==> src/rtl/refdiv_pkg.sv <==
package refdiv_pkg;
  localparam int unsigned TAPS  = 5;
  localparam int unsigned IDX_W = $clog2(TAPS);
  localparam int unsigned SEL_W = 3;

  // Clamp an out-of-range code to the last tap, then mirror if requested.
  function automatic logic [IDX_W-1:0] tap_index(input logic [SEL_W-1:0] code,
                                                 input logic reversed);
    logic [IDX_W-1:0] c;
    c = (int'(code) > TAPS - 1) ? IDX_W'(TAPS - 1) : IDX_W'(code);
    return reversed ? IDX_W'(TAPS - 1) - c : c;
  endfunction
endpackage

==> src/rtl/refdiv_prog_cnt.sv <==
module refdiv_prog_cnt #(
  parameter int unsigned RATIO_W   = 10,
  parameter int unsigned MIN_RATIO = 4
) (
  input  logic               clk,
  input  logic               rst_n,
  input  logic               en,
  input  logic [RATIO_W-1:0] ratio,
  output logic               tick
);
  logic [RATIO_W-1:0] cnt_q, cnt_d, lim;

  always_comb begin
    lim = ((ratio < RATIO_W'(MIN_RATIO)) ? RATIO_W'(MIN_RATIO) : ratio) - RATIO_W'(1);
    tick = en && (cnt_q >= lim);
    if (!en)       cnt_d = '0;
    else if (tick) cnt_d = '0;
    else           cnt_d = cnt_q + RATIO_W'(1);
  end

  always_ff @(posedge clk or negedge rst_n) begin
    if (!rst_n) cnt_q <= '0;
    else        cnt_q <= cnt_d;
  end


  resync_zero_chk: assert property (@(posedge clk) disable iff (!rst_n)
    $rose(en) |-> (cnt_q == '0));
endmodule

==> src/rtl/refdiv_bin_stage.sv <==
module refdiv_bin_stage #(
  parameter int unsigned TAPS = 5
) (
  input  logic            clk,
  input  logic            rst_n,
  input  logic            en,
  input  logic            tick,
  output logic [TAPS-1:0] taps
);
  localparam int unsigned BIN_W = TAPS - 1;
  logic [BIN_W-1:0] bin_q, bin_d;

  always_comb begin
    if (!en)       bin_d = '0;
    else if (tick) bin_d = bin_q + BIN_W'(1);
    else           bin_d = bin_q;
  end

  always_ff @(posedge clk or negedge rst_n) begin
    if (!rst_n) bin_q <= '0;
    else        bin_q <= bin_d;
  end

  assign taps[0] = tick;
  for (genvar k = 1; k < TAPS; k++) begin : g_tap
    assign taps[k] = tick & (&bin_q[k-1:0]);
  end


  bin_hold_chk: assert property (@(posedge clk) disable iff (!rst_n)
    (en && !tick) |=> (bin_q == $past(bin_q)));
endmodule

==> src/rtl/refdiv_tap_mux.sv <==
module refdiv_tap_mux
  import refdiv_pkg::*;
#(
  parameter bit REVERSED = 1'b0
) (
  input  logic             clk,
  input  logic             rst_n,
  input  logic             en,
  input  logic [TAPS-1:0]  taps,
  input  logic [SEL_W-1:0] sel,
  output logic             pulse_o
);
  logic [IDX_W-1:0] idx;
  logic             pulse_d;

  always_comb begin
    idx     = tap_index(sel, REVERSED);
    pulse_d = en ? taps[idx] : 1'b0;
  end

  always_ff @(posedge clk or negedge rst_n) begin
    if (!rst_n) pulse_o <= 1'b0;
    else        pulse_o <= pulse_d;
  end


  single_cycle_chk: assert property (@(posedge clk) disable iff (!rst_n)
    pulse_o |=> !pulse_o);

  quiet_when_off_chk: assert property (@(posedge clk) disable iff (!rst_n)
    !en |=> !pulse_o);
endmodule

==> src/rtl/refdiv_top.sv <==
module refdiv_top
  import refdiv_pkg::*;
#(
  parameter int unsigned RATIO_W   = 10,
  parameter int unsigned MIN_RATIO = 4
) (
  input  logic               clk,
  input  logic               rst_n,
  input  logic               enable,
  input  logic [RATIO_W-1:0] ratio,
  input  logic [SEL_W-1:0]   main_sel,
  input  logic [SEL_W-1:0]   aux_sel,
  output logic               main_pulse,
  output logic               aux_pulse
);
  logic            tick;
  logic [TAPS-1:0] taps;

  refdiv_prog_cnt #(.RATIO_W(RATIO_W), .MIN_RATIO(MIN_RATIO)) u_cnt (
    .clk(clk), .rst_n(rst_n), .en(enable), .ratio(ratio), .tick(tick));

  refdiv_bin_stage #(.TAPS(TAPS)) u_bin (
    .clk(clk), .rst_n(rst_n), .en(enable), .tick(tick), .taps(taps));

  refdiv_tap_mux #(.REVERSED(1'b0)) u_main (
    .clk(clk), .rst_n(rst_n), .en(enable), .taps(taps), .sel(main_sel),
    .pulse_o(main_pulse));

  refdiv_tap_mux #(.REVERSED(1'b1)) u_aux (
    .clk(clk), .rst_n(rst_n), .en(enable), .taps(taps), .sel(aux_sel),
    .pulse_o(aux_pulse));

  logic [IDX_W-1:0] m_idx, a_idx;
  always_comb begin
    m_idx = tap_index(main_sel, 1'b0);
    a_idx = tap_index(aux_sel, 1'b1);
  end


  same_tap_match_chk: assert property (@(posedge clk) disable iff (!rst_n)
    ($past(m_idx) == $past(a_idx)) |-> (main_pulse == aux_pulse));
endmodule

==> config.mk <==
export PLATFORM = sky130hd
export DESIGN_NAME = refdiv_top
export DESIGN_NICKNAME = d
export VERILOG_FILES = /design/src/rtl/refdiv_pkg.sv /design/src/rtl/refdiv_prog_cnt.sv /design/src/rtl/refdiv_bin_stage.sv /design/src/rtl/refdiv_tap_mux.sv /design/src/rtl/refdiv_top.sv
export SDC_FILE = /design/constraint.sdc
export NUM_CORES = 1
export LEC_CHECK = 0
export BUFFER_PORTS_ARGS = -buffer_cell sky130_fd_sc_hd__buf_2
export CORE_UTILIZATION = 40
export DETAILED_ROUTE_END_ITERATION = 12
export PLACE_DENSITY_LB_ADDON = 0.1
export SLEW_MARGIN = 15
export SYNTH_ARGS = -nofsm -noshare
export SYNTH_HDL_FRONTEND = slang
export SYNTH_SLANG_ARGS = --single-unit
==> constraint.sdc <==
create_clock -name clk -period 2.4 [get_ports clk]
set_input_delay 0.36 -clock clk [delete_from_list [all_inputs] [get_ports clk]]
set_output_delay 0.36 -clock clk [all_outputs]
set_load 0.02 [all_outputs]
==> results of run 1 <==
==> flip-flops by register name, indices dropped and copies added, names as in the netlist <==
register        count
u_main.pulse_o      1
u_bin.bin_q         4
u_cnt.cnt_q        10
u_aux.pulse_o       1
==> report_power, final <==
group          internal [mW]  switching, mW
Combinational         0.0801         0.0876
Sequential             0.276        0.00966
Clock                 0.0923         0.0827
Total                  0.449          0.180
==> final cells by class <==
cell class / count / area, µm²
fillers: 290 / 1271
multi-input cells: 121 / 1056
flip-flops and latches: 16 / 400.4
repair buffers: 41 / 272.8
well taps: 44 / 55.05
clock buffers: 4 / 36.28
inverters: 3 / 11.26
==> cell usage in the layout, fill, tap and decap left out, types with 2 or more instances in the layout <==
master / synthesis / layout
a2111oi_0: 2 / 2
a211o_4: 0 / 2
a21oi_2: 1 / 3
and3_1: 3 / 3
and4_1: 2 / 2
buf_2: 0 / 18
buf_4: 0 / 20
buf_6: 1 / 2
clkbuf_4: 0 / 3
dfrtp_1: 16 / 16
ha_1: 15 / 13
inv_1: 3 / 2
mux2i_1: 7 / 7
nand2_1: 14 / 10
nand2_4: 0 / 4
nand2b_1: 5 / 5
nand3_1: 8 / 7
nand4_1: 2 / 2
nor2_1: 9 / 7
nor2_2: 8 / 7
nor2_4: 2 / 5
nor2b_1: 2 / 2
nor3_1: 3 / 3
o21ai_4: 0 / 2
xor2_1: 11 / 11
==> logic make-up after synthesis <==
| group | share of synthesized area |
|---|---|
| flip-flops | 0.3016 |
| AND/OR/NAND/NOR | 0.2790 |
| XOR/XNOR | 0.08577 |
| adder cells (fa/ha/maj) | 0.1414 |
| buffers and inverters | 0.01979 |
| AO/OA/AOI/OAI | 0.1197 |
| multiplexers | 0.05278 |
==> path summary, 6_finish.rpt <==
| kind | depth (start not counted) | to | start |
|---|---|---|---|
| setup / recovery | 14 | u_aux.pulse_o | ratio[4] |
| hold / removal | 3 | u_main.pulse_o | main_sel[2] |
| setup reg to reg | 6 | u_cnt.cnt_q[7] | u_cnt.cnt_q[3] |
| hold reg to reg | 2 | u_bin.bin_q[1] | u_bin.bin_q[1] |
| max in group asynchronous | 2 | u_bin.bin_q[2] | rst_n |
| min in group asynchronous | 2 | u_cnt.cnt_q[6] | rst_n |
==> per-stage QoR <==
stage	TNS, ns	cells
finish	-4.597	229
global route	-6.151	229
CTS	-3.782	229
detailed placement	-11.57	219
global placement	-10.41	219
floorplan	-5.609	141
==> worst max-delay path: cells and delay by family <==
kind / cells / cell delay (ns)
xor gates and xnor gates: 1 / 0.16
and+or+nand+nor: 7 / 1.26
AOI/OAI and AO/OA: 3 / 0.53
buffers and inverters: 1 / 0.09
adders and majority gates: 2 / 0.48
==> routing by layer <==
| layer | up-vias | GRT usage | part of all wire |
|---|---|---|---|
| li1 | 603 | - | - |
| met1 | 563 | 0.2838 | 0.50 |
| met2 | 9 | 0.3114 | 0.48 |
| met3 | 2 | 0.01528 | 0.010 |
| met4 | 0 | 0.05648 | 0.0042 |
| met5 | - | 0 | 0 |
==> repair_timing <==
item / 4_1_cts / 5_1_grt
endpoints found under the hold margin: 16 / 0
pin swaps: 18 / 8
cloned: 1 / 0
setup endpoints to repair: 16 / 16
buffers inserted: 4 / 0
hold buffers: 1 / 0
gates resized for setup: 20 / 10
==> impl_metrics.py, run 1 <==
metrics = {
    "outcome": {
        "status": "finished, violations left",
        "violations": "negative setup slack",
    },
    "power": {
        "power.total_mw": 0.6287,
        "power.density_nw_per_um2": 343.2,
        "power.leakage_nw": 0.8594,
        "ir_drop_mv": 0.2837,
    },
    "logic_synthesis": {
        "seq_area_frac_synth": 0.3016,
        "yosysMostFrequentCell": "dfrtp_1",
        "synth_top_area_cell": "dfrtp_1",
        "synth_commonest_cells": "dfrtp_1, ha_1, nand2_1, xor2_1, nor2_1",
        "syn_avg_cell_area_um2": 9.415,
        "ys.flop_type": "dfrtp_1",
        "synth_top_area_share": 0.3016,
        "yosys-top-cells-area": "dfrtp_1, ha_1, xor2_1",
        "ys_types": 40,
        "synth_edf_count": 0,
        "ys_warn_count": 0,
        "syn_nets": 175,
        "ys_seq_elements": 16,
        "async_flop_share": 1.000,
        "syn-cell-area_um2": 1328,
        "synth_cells": 141,
    },
    "grt": {
        "overflow": 0,
        "grt_pass1_wl_um": 5202,
        "antenna_found_initial": 0,
        "grt_pass1_vias": 1155,
        "grt_max_degree": 17,
        "track_usage": 0.1956,
    },
    "route": {
        "route.detailed.drc": 0,
        "via_per_inst": 5.140,
        "routed_wl_um": 3096,
        "final_antenna_net_count": 0,
        "num_vias": 1177,
        "first_iter_violations": 28,
        "drt-pass1-iter-count": 4,
        "wl_per_cell_um": 13.52,
    },
    "placement": {
        "port_buffers": 20,
        "gp_congestion": 0.7584,
        "detailed_place_hpwl_um": 2255,
        "post-place-ws_ns": -0.7827,
        "placed_area_um2": 1604,
    },
    "cts": {
        "clkLatencyLatePin_ns": 0.28,
        "cts-root-buf": "clkbuf_4",
        "cts.sinks": 16,
        "clk_pin_slew_ns": 0.09,
        "tritoncts": "yes",
        "htreeDepth": 1,
        "clockBufferDepth": 2,
        "numCtsBuffers": 3,
    },
    "critical_path": {
        "critPathArrivalTime_ns": 2.90,
        "cp_max_fo": 6,
        "setup.worst_path.class": "in -> reg",
        "reg2reg_slack_ns": 0.51,
        "crit_path_cell_trace": "buf_6, or3_4, or2_4, nor2_4, nand2_4, nand2_4, ha_4, nand3b_1, xor2_1, ha_2, a41oi_2, o21ai_4, a21oi_4, nor4_2",
        "worst_path_largest_cell_delay_ns": 0.38,
        "crit_required_ns": 2.59,
        "start_kind": "input pin",
        "critPathCaptureType": "flip-flop",
        "crit_path_frequent_cell": "nand2_4",
        "critPathSlowestCell": "or3_4",
    },
    "sta": {
        "rsz0062_at_grt": "yes",
        "tightestPinTransition_ns": 0.5601,
        "fin_ws_ns": -0.3078,
        "layout_min_cycle_time_ns": 2.708,
        "setup_violations": 16,
        "finClkSkew_ns": 0.007384,
        "fin_crit_sh": 1.128,
        "slew_viol_final": 0,
        "timing.hold.ws_ns": 0.3507,
        "fmax_mhz": 369.3,
        "hold_violations": 0,
        "max_slew_margin": 0.6170,
    },
    "floorplanning": {
        "die_x_um": 59.61,
        "num_rows": 20,
        "start_util": 0.4278,
        "dieHeight_um": 59.61,
        "dieArea_um2": 3553,
        "core_um2": 3103,
        "io_pins": 21,
    },
    "cells_and_area": {
        "area_growth_pct": 37.98,
        "drive_gt1_frac": 0.4432,
        "finalInstanceArea_um2": 1832,
        "final_util": 0.5903,
        "fin_nets": 220,
        "insertedDiodeCount": 0,
    },
    "min_path": {
        "hold_class": "in -> reg",
    },
    "run": {
        "cap_violations": 0,
    },
}
No activity file was read; power rests on OpenSTA's default activity.
==> run 2: changes to the inputs <==
CTS_BUF_LIST = sky130_fd_sc_hd__clkbuf_16   (was not set)
==> run 2 against run 1 <==
Effect of this change:
- the run still ends with negative setup slack left
- hold slack worse by 0.34 ns
- setup slack worse by 0.039 ns
- core utilization is 1.0 points higher
- clock skew is 0.0029 ns lower
- fmax is 1.4% lower
- sequential power hardly changed
- critical endpoint unchanged
==> impl_metrics.py, run 2 (synthesis results as in run 1) <==
metrics = {
    "grt": {
        "overflow": 0,
        "antenna_found_initial": 0,
        "track_usage": 0.2019,
        "grt_max_degree": 17,
        "grt_pass1_vias": 1167,
        "grt_pass1_wl_um": 5299,
    },
    "floorplanning": {
        "io_pins": 21,
        "dieHeight_um": 59.61,
        "start_util": 0.4278,
        "num_rows": 20,
        "dieArea_um2": 3553,
        "core_um2": 3103,
        "die_x_um": 59.61,
    },
    "sta": {
        "finClkSkew_ns": 0.004497,
        "max_slew_margin": 0.6170,
        "fin_crit_sh": 1.144,
        "setup_violations": 16,
        "slew_viol_final": 0,
        "fin_ws_ns": -0.3468,
        "layout_min_cycle_time_ns": 2.747,
        "fmax_mhz": 364.1,
        "rsz0062_at_grt": "yes",
        "hold_violations": 0,
        "tightestPinTransition_ns": 0.5601,
    },
    "cts": {
        "tritoncts": "yes",
        "htreeDepth": 1,
        "numCtsBuffers": 3,
        "clk_pin_slew_ns": 0.05,
        "clkLatencyLatePin_ns": 0.25,
        "clockBufferDepth": 2,
        "postCtsHoldBufs": 0,
        "cts.sinks": 16,
        "cts-root-buf": "clkbuf_16",
    },
    "placement": {
        "gp_congestion": 0.7584,
        "placed_area_um2": 1604,
        "dpl.cell_count": 219,
        "detailed_place_hpwl_um": 2255,
        "port_buffers": 20,
    },
    "critical_path": {
        "r2r-start": "u_cnt.cnt_q[3]",
        "cp_top_family": "simple AND/OR/NAND/NOR gates",
        "crit_required_ns": 2.55,
        "start_kind": "input pin",
        "crit_path_frequent_cell": "nand2_4",
        "cp_max_fo": 6,
        "crit_path_cell_trace": "buf_6, or3_4, or2_4, nor2_4, nand2_4, nand2_4, ha_4, nand3b_1, xor2_1, ha_2, a41oi_2, o21ai_4, a21oi_4, nor4_2",
        "critPathBufInv": 1,
        "critPathCaptureType": "flip-flop",
        "setup.worst_path.class": "in -> reg",
        "worst_path_largest_cell_delay_ns": 0.38,
        "critPathSlowestCell": "or3_4",
        "r2r_cells": 6,
        "reg2reg_slack_ns": 0.53,
        "critPathArrivalTime_ns": 2.89,
        "r2r-end": "u_bin.bin_q[3]",
    },
    "cells_and_area": {
        "mostFrequentLayoutCells": "buf_4, buf_2, dfrtp_1",
        "area_growth_pct": 40.43,
        "largest_register_ffs": 10,
        "drive_gt1_frac": 0.4402,
        "top_regs": "u_cnt.cnt_q (10), u_bin.bin_q (4)",
        "stdcell_count": 228,
        "top_register": "u_cnt.cnt_q",
        "finalInstanceArea_um2": 1864,
        "fin_nets": 219,
        "mostFrequentLayoutCell": "buf_4",
        "insertedDiodeCount": 0,
    },
    "route": {
        "wl_per_cell_um": 13.61,
        "final_antenna_net_count": 0,
        "via_per_inst": 5.215,
        "drt-pass1-iter-count": 4,
        "routed_wl_um": 3103,
        "first_iter_violations": 19,
        "num_vias": 1189,
        "route.detailed.drc": 0,
    },
    "outcome": {
        "violations": "negative setup slack",
        "status": "finished, violations left",
    },
    "run": {
        "cap_violations": 0,
    },
    "min_path": {
        "hold_class": "in -> async",
    },
    "power": {
        "ir_drop_mv": 0.4119,
        "power.density_nw_per_um2": 416.0,
        "power.leakage_nw": 0.8721,
    },
}
-- run 2: cell types whose count changed in the layout (fill, tap and decap cells not counted), sizes merged --
cell,previous run,this run
clkbuf,4,3
dlygate4sd3,1,0
clkinv,0,1
-- run 2: worst reg2reg max path: stages (launching register included) --
cell and delay [ns]:
dfrtp_1 0.43, ha_1 0.35, a211o_1 0.31, o211ai_2 0.10, o21ai_4 0.12, a221oi_1 0.28
o311ai_1 0.14
-- run 2: repair_timing --
item                       in CTS  in global routing
setup endpoints to repair      16                 16
hold endpoints to repair        0                  0
pin swaps                      17                 10
gates resized for setup        20                 10
cloned                          1                  0
setup buffers                   4                  0
-- run 2: worst max path at each step --
stage | from | end | slack [ns] | cells after the start
5_1_grt | ratio[4] | u_bin.bin_q[2] | -0.47 | 15
2_1_floorplan | ratio[4] | u_cnt.cnt_q[2] | -0.37 | 15
3_5_place_dp | ratio[4] | u_cnt.cnt_q[4] | -0.78 | 14
3_3_place_gp | ratio[4] | u_cnt.cnt_q[3] | -0.70 | 14
6_report | ratio[4] | u_aux.pulse_o | -0.35 | 14
4_1_cts | ratio[4] | u_aux.pulse_o | -0.31 | 14
-- run 2: cell type report --
class	count	area [µm²]
timing repair buffer	40	262.8
inverter	3	11.26
clock buffer	3	75.07
tap	44	55.05
fill	289	1239
sequential	16	400.4
clock inverter	1	3.754
multi-input combinational	121	1056
-- run 2: power by group --
part / switching [mW] / total (mW) / leakage (nW) / internal (mW)
registers: 0.00953 / 0.287 / 0.217 / 0.277
logic: 0.0876 / 0.167 / 0.616 / 0.0790
clock network: 0.101 / 0.322 / 0.0385 / 0.221
-- run 2: stage by stage --
stage / TNS, ns / setup slack [ns] / power [mW] / util / hold WS, ns
5_1_grt: -6.912 / -0.4748 / 0.8095 / 0.6008 / 0.04262
2_1_floorplan: -5.609 / -0.3682 / 0.3672 / - / 0.06441
3_5_place_dp: -11.57 / -0.7827 / 0.4297 / 0.5169 / 0.2904
4_1_cts: -4.623 / -0.3084 / 0.7757 / 0.5847 / 0.02990
6_report: -5.202 / -0.3468 / 0.7756 / 0.6008 / 0.01555
3_3_place_gp: -10.41 / -0.6995 / 0.4247 / 0.5169 / 0.2866
-- run 2: metal layers --
| layer | track usage | up-vias | wire [µm] |
|---|---|---|---|
| met5 | 0 | - | 0 |
| met2 | 0.3194 | 18 | 1525 |
| met1 | 0.2875 | 568 | 1490 |
| met4 | 0.05648 | 0 | 25 |
| li1 | - | 599 | - |
| met3 | 0.02838 | 4 | 62 |
==> run 3: changes to the inputs <==
TNS_END_PERCENT = 1   (was not set)
==> run 3 against run 2 <==
Effect of this change:
- the flow still finishes with violations (negative setup slack)
- first-iteration DRC count rose to 3.1 times the previous value
- clock skew down 0.0037 ns
- setup slack better by 0.033 ns
- final cell count down 1.3%
- hold slack better by 0.0078 ns
- via count down 2.5%
- fmax up 1.2%
- critical endpoint is now u_bin.bin_q[1]
- largest cell class unchanged
- highest routed layer unchanged
==> impl_metrics.py, run 3 (synthesis results as in run 1) <==
metrics = {
    "critical_path": {
        "reg2reg_slack_ns": 0.52,
        "crit_required_ns": 2.56,
        "critPathArrivalTime_ns": 2.87,
        "cp_max_fo": 6,
        "setup.worst_path.class": "in -> reg",
        "critPathCaptureType": "flip-flop",
        "start_kind": "input pin",
        "crit_start": "ratio[4]",
        "r2r-start": "u_cnt.cnt_q[3]",
    },
    "cts": {
        "tritoncts": "yes",
        "cts.sinks": 16,
        "clkLatencyLatePin_ns": 0.24,
        "clk_pin_slew_ns": 0.05,
        "htreeDepth": 1,
        "numCtsBuffers": 3,
        "clockBufferDepth": 2,
        "cts-root-buf": "clkbuf_16",
    },
    "sta": {
        "hold_violations": 0,
        "fmax_mhz": 368.6,
        "rsz0062_at_grt": "yes",
        "setup_violations": 16,
        "slew_viol_final": 0,
        "tightestPinTransition_ns": 0.5893,
        "finClkSkew_ns": 0.0008272,
        "fin_ws_ns": -0.3133,
        "max_slew_margin": 0.5970,
        "fin_crit_sh": 1.131,
        "layout_min_cycle_time_ns": 2.713,
    },
    "grt": {
        "grt_pass1_vias": 1178,
        "antenna_found_initial": 0,
        "track_usage": 0.2001,
        "grt_max_degree": 17,
        "overflow": 0,
        "grt_pass1_wl_um": 5292,
    },
    "placement": {
        "gp_congestion": 0.7596,
        "dpl.cell_count": 219,
        "port_buffers": 20,
        "detailed_place_hpwl_um": 2255,
        "post-place-ws_ns": -0.7812,
        "placed_area_um2": 1604,
    },
    "floorplanning": {
        "start_util": 0.4278,
        "core_um2": 3103,
        "num_rows": 20,
        "die_x_um": 59.61,
        "io_pins": 21,
        "dieArea_um2": 3553,
        "dieHeight_um": 59.61,
    },
    "cells_and_area": {
        "final_util": 0.5863,
        "fin_nets": 217,
        "insertedDiodeCount": 0,
        "drive_gt1_frac": 0.4365,
        "area_growth_pct": 37.04,
        "largest_register_ffs": 10,
        "mostFrequentLayoutCells": "buf_2, buf_4, dfrtp_1",
        "top_regs": "u_cnt.cnt_q (10), u_bin.bin_q (4)",
        "top_register": "u_cnt.cnt_q",
        "finalInstanceArea_um2": 1819,
        "stdcell_count": 225,
    },
    "route": {
        "drt-pass1-iter-count": 4,
        "first_iter_violations": 58,
        "routed_wl_um": 3064,
        "route.detailed.drc": 0,
        "num_vias": 1159,
        "via_per_inst": 5.151,
        "final_antenna_net_count": 0,
        "wl_per_cell_um": 13.62,
    },
    "outcome": {
        "status": "finished, violations left",
        "violations": "negative setup slack",
    },
    "power": {
        "intPower_mw": 0.5732,
        "pwr-share-comb": 0.214,
        "clkPwrFrac": 0.408,
        "power.leakage_nw": 0.8387,
        "switching_share": 0.2452,
        "net-switching-power_mw": 0.1862,
        "ir_drop_mv": 0.4498,
        "power.density_nw_per_um2": 417.4,
        "power.total_mw": 0.7593,
        "pwr-share-seq": 0.378,
    },
    "run": {
        "cap_violations": 0,
    },
    "min_path": {
        "hold_class": "in -> async",
    },
}
run 3: cell count changes in the layout (fill, tap and decap cells not counted), sizes merged:
cell,change
buf,-2
clkinv,-1
run 3: layer usage:
layer / up-vias / track usage / share of wire
li1: 597 / - / -
met1: 541 / 0.2801 / 0.50
met2: 17 / 0.3242 / 0.47
met3: 4 / 0.02838 / 0.022
met4: 0 / 0.04983 / 0.0098
met5: - / 0 / 0
run 3: through the flow:
step	hold slack (ns)	TNS, ns
global route	0.05222	-6.470
detailed placement	0.2947	-11.43
CTS	0.03745	-4.102
global placement	0.2870	-10.44
finish	0.02338	-4.382
floorplan	0.06441	-5.609
run 3: critical path, stage by stage:
cell and delay, ns:
buf_6 0.09, or3_4 0.38, or2_4 0.25, nor2_4 0.09, nand2_2 0.07, nand2_2 0.12, ha_4 0.16, nand3b_1 0.09
xor2_1 0.15, ha_2 0.17, a211o_1 0.24, o211ai_2 0.09, o21ai_4 0.13, a21oi_4 0.26, mux2i_1 0.23
run 3: power groups by stage:
stage | combinational (mW) | clock, mW | sequential, mW
finish | 0.162 | 0.310 | 0.287
floorplan | 0.0778 | 0 | 0.289
detailed placement | 0.138 | 0 | 0.291
CTS | 0.159 | 0.320 | 0.287
global route | 0.182 | 0.330 | 0.288
global placement | 0.134 | 0 | 0.291
run 3: final cells by class:
| type | count | area, µm² |
|---|---|---|
| clock buffers | 3 | 75.07 |
| fillers | 287 | 1284 |
| inverters | 3 | 11.26 |
| multi-input cells | 121 | 1030 |
| flip-flops and latches | 16 | 400.4 |
| well taps | 44 | 55.05 |
| repair buffers | 38 | 247.7 |
run 3: repair_timing:
action,CTS,global route
gates resized for setup,20,5
pin swaps,21,2
hold buffers,0,0
buffers inserted,2,0
cloned,1,0
endpoints found under the setup margin,16,16
run 3: final timing paths:
check                                      end  depth (start not counted)
worst max-delay path            u_bin.bin_q[1]                         15
worst min-delay path            u_bin.bin_q[0]                          1
worst max register to register  u_bin.bin_q[1]                          6
worst min register to register  u_cnt.cnt_q[0]                          2
max in group asynchronous       u_cnt.cnt_q[5]                          1
min in group clk                u_main.pulse_o                          3
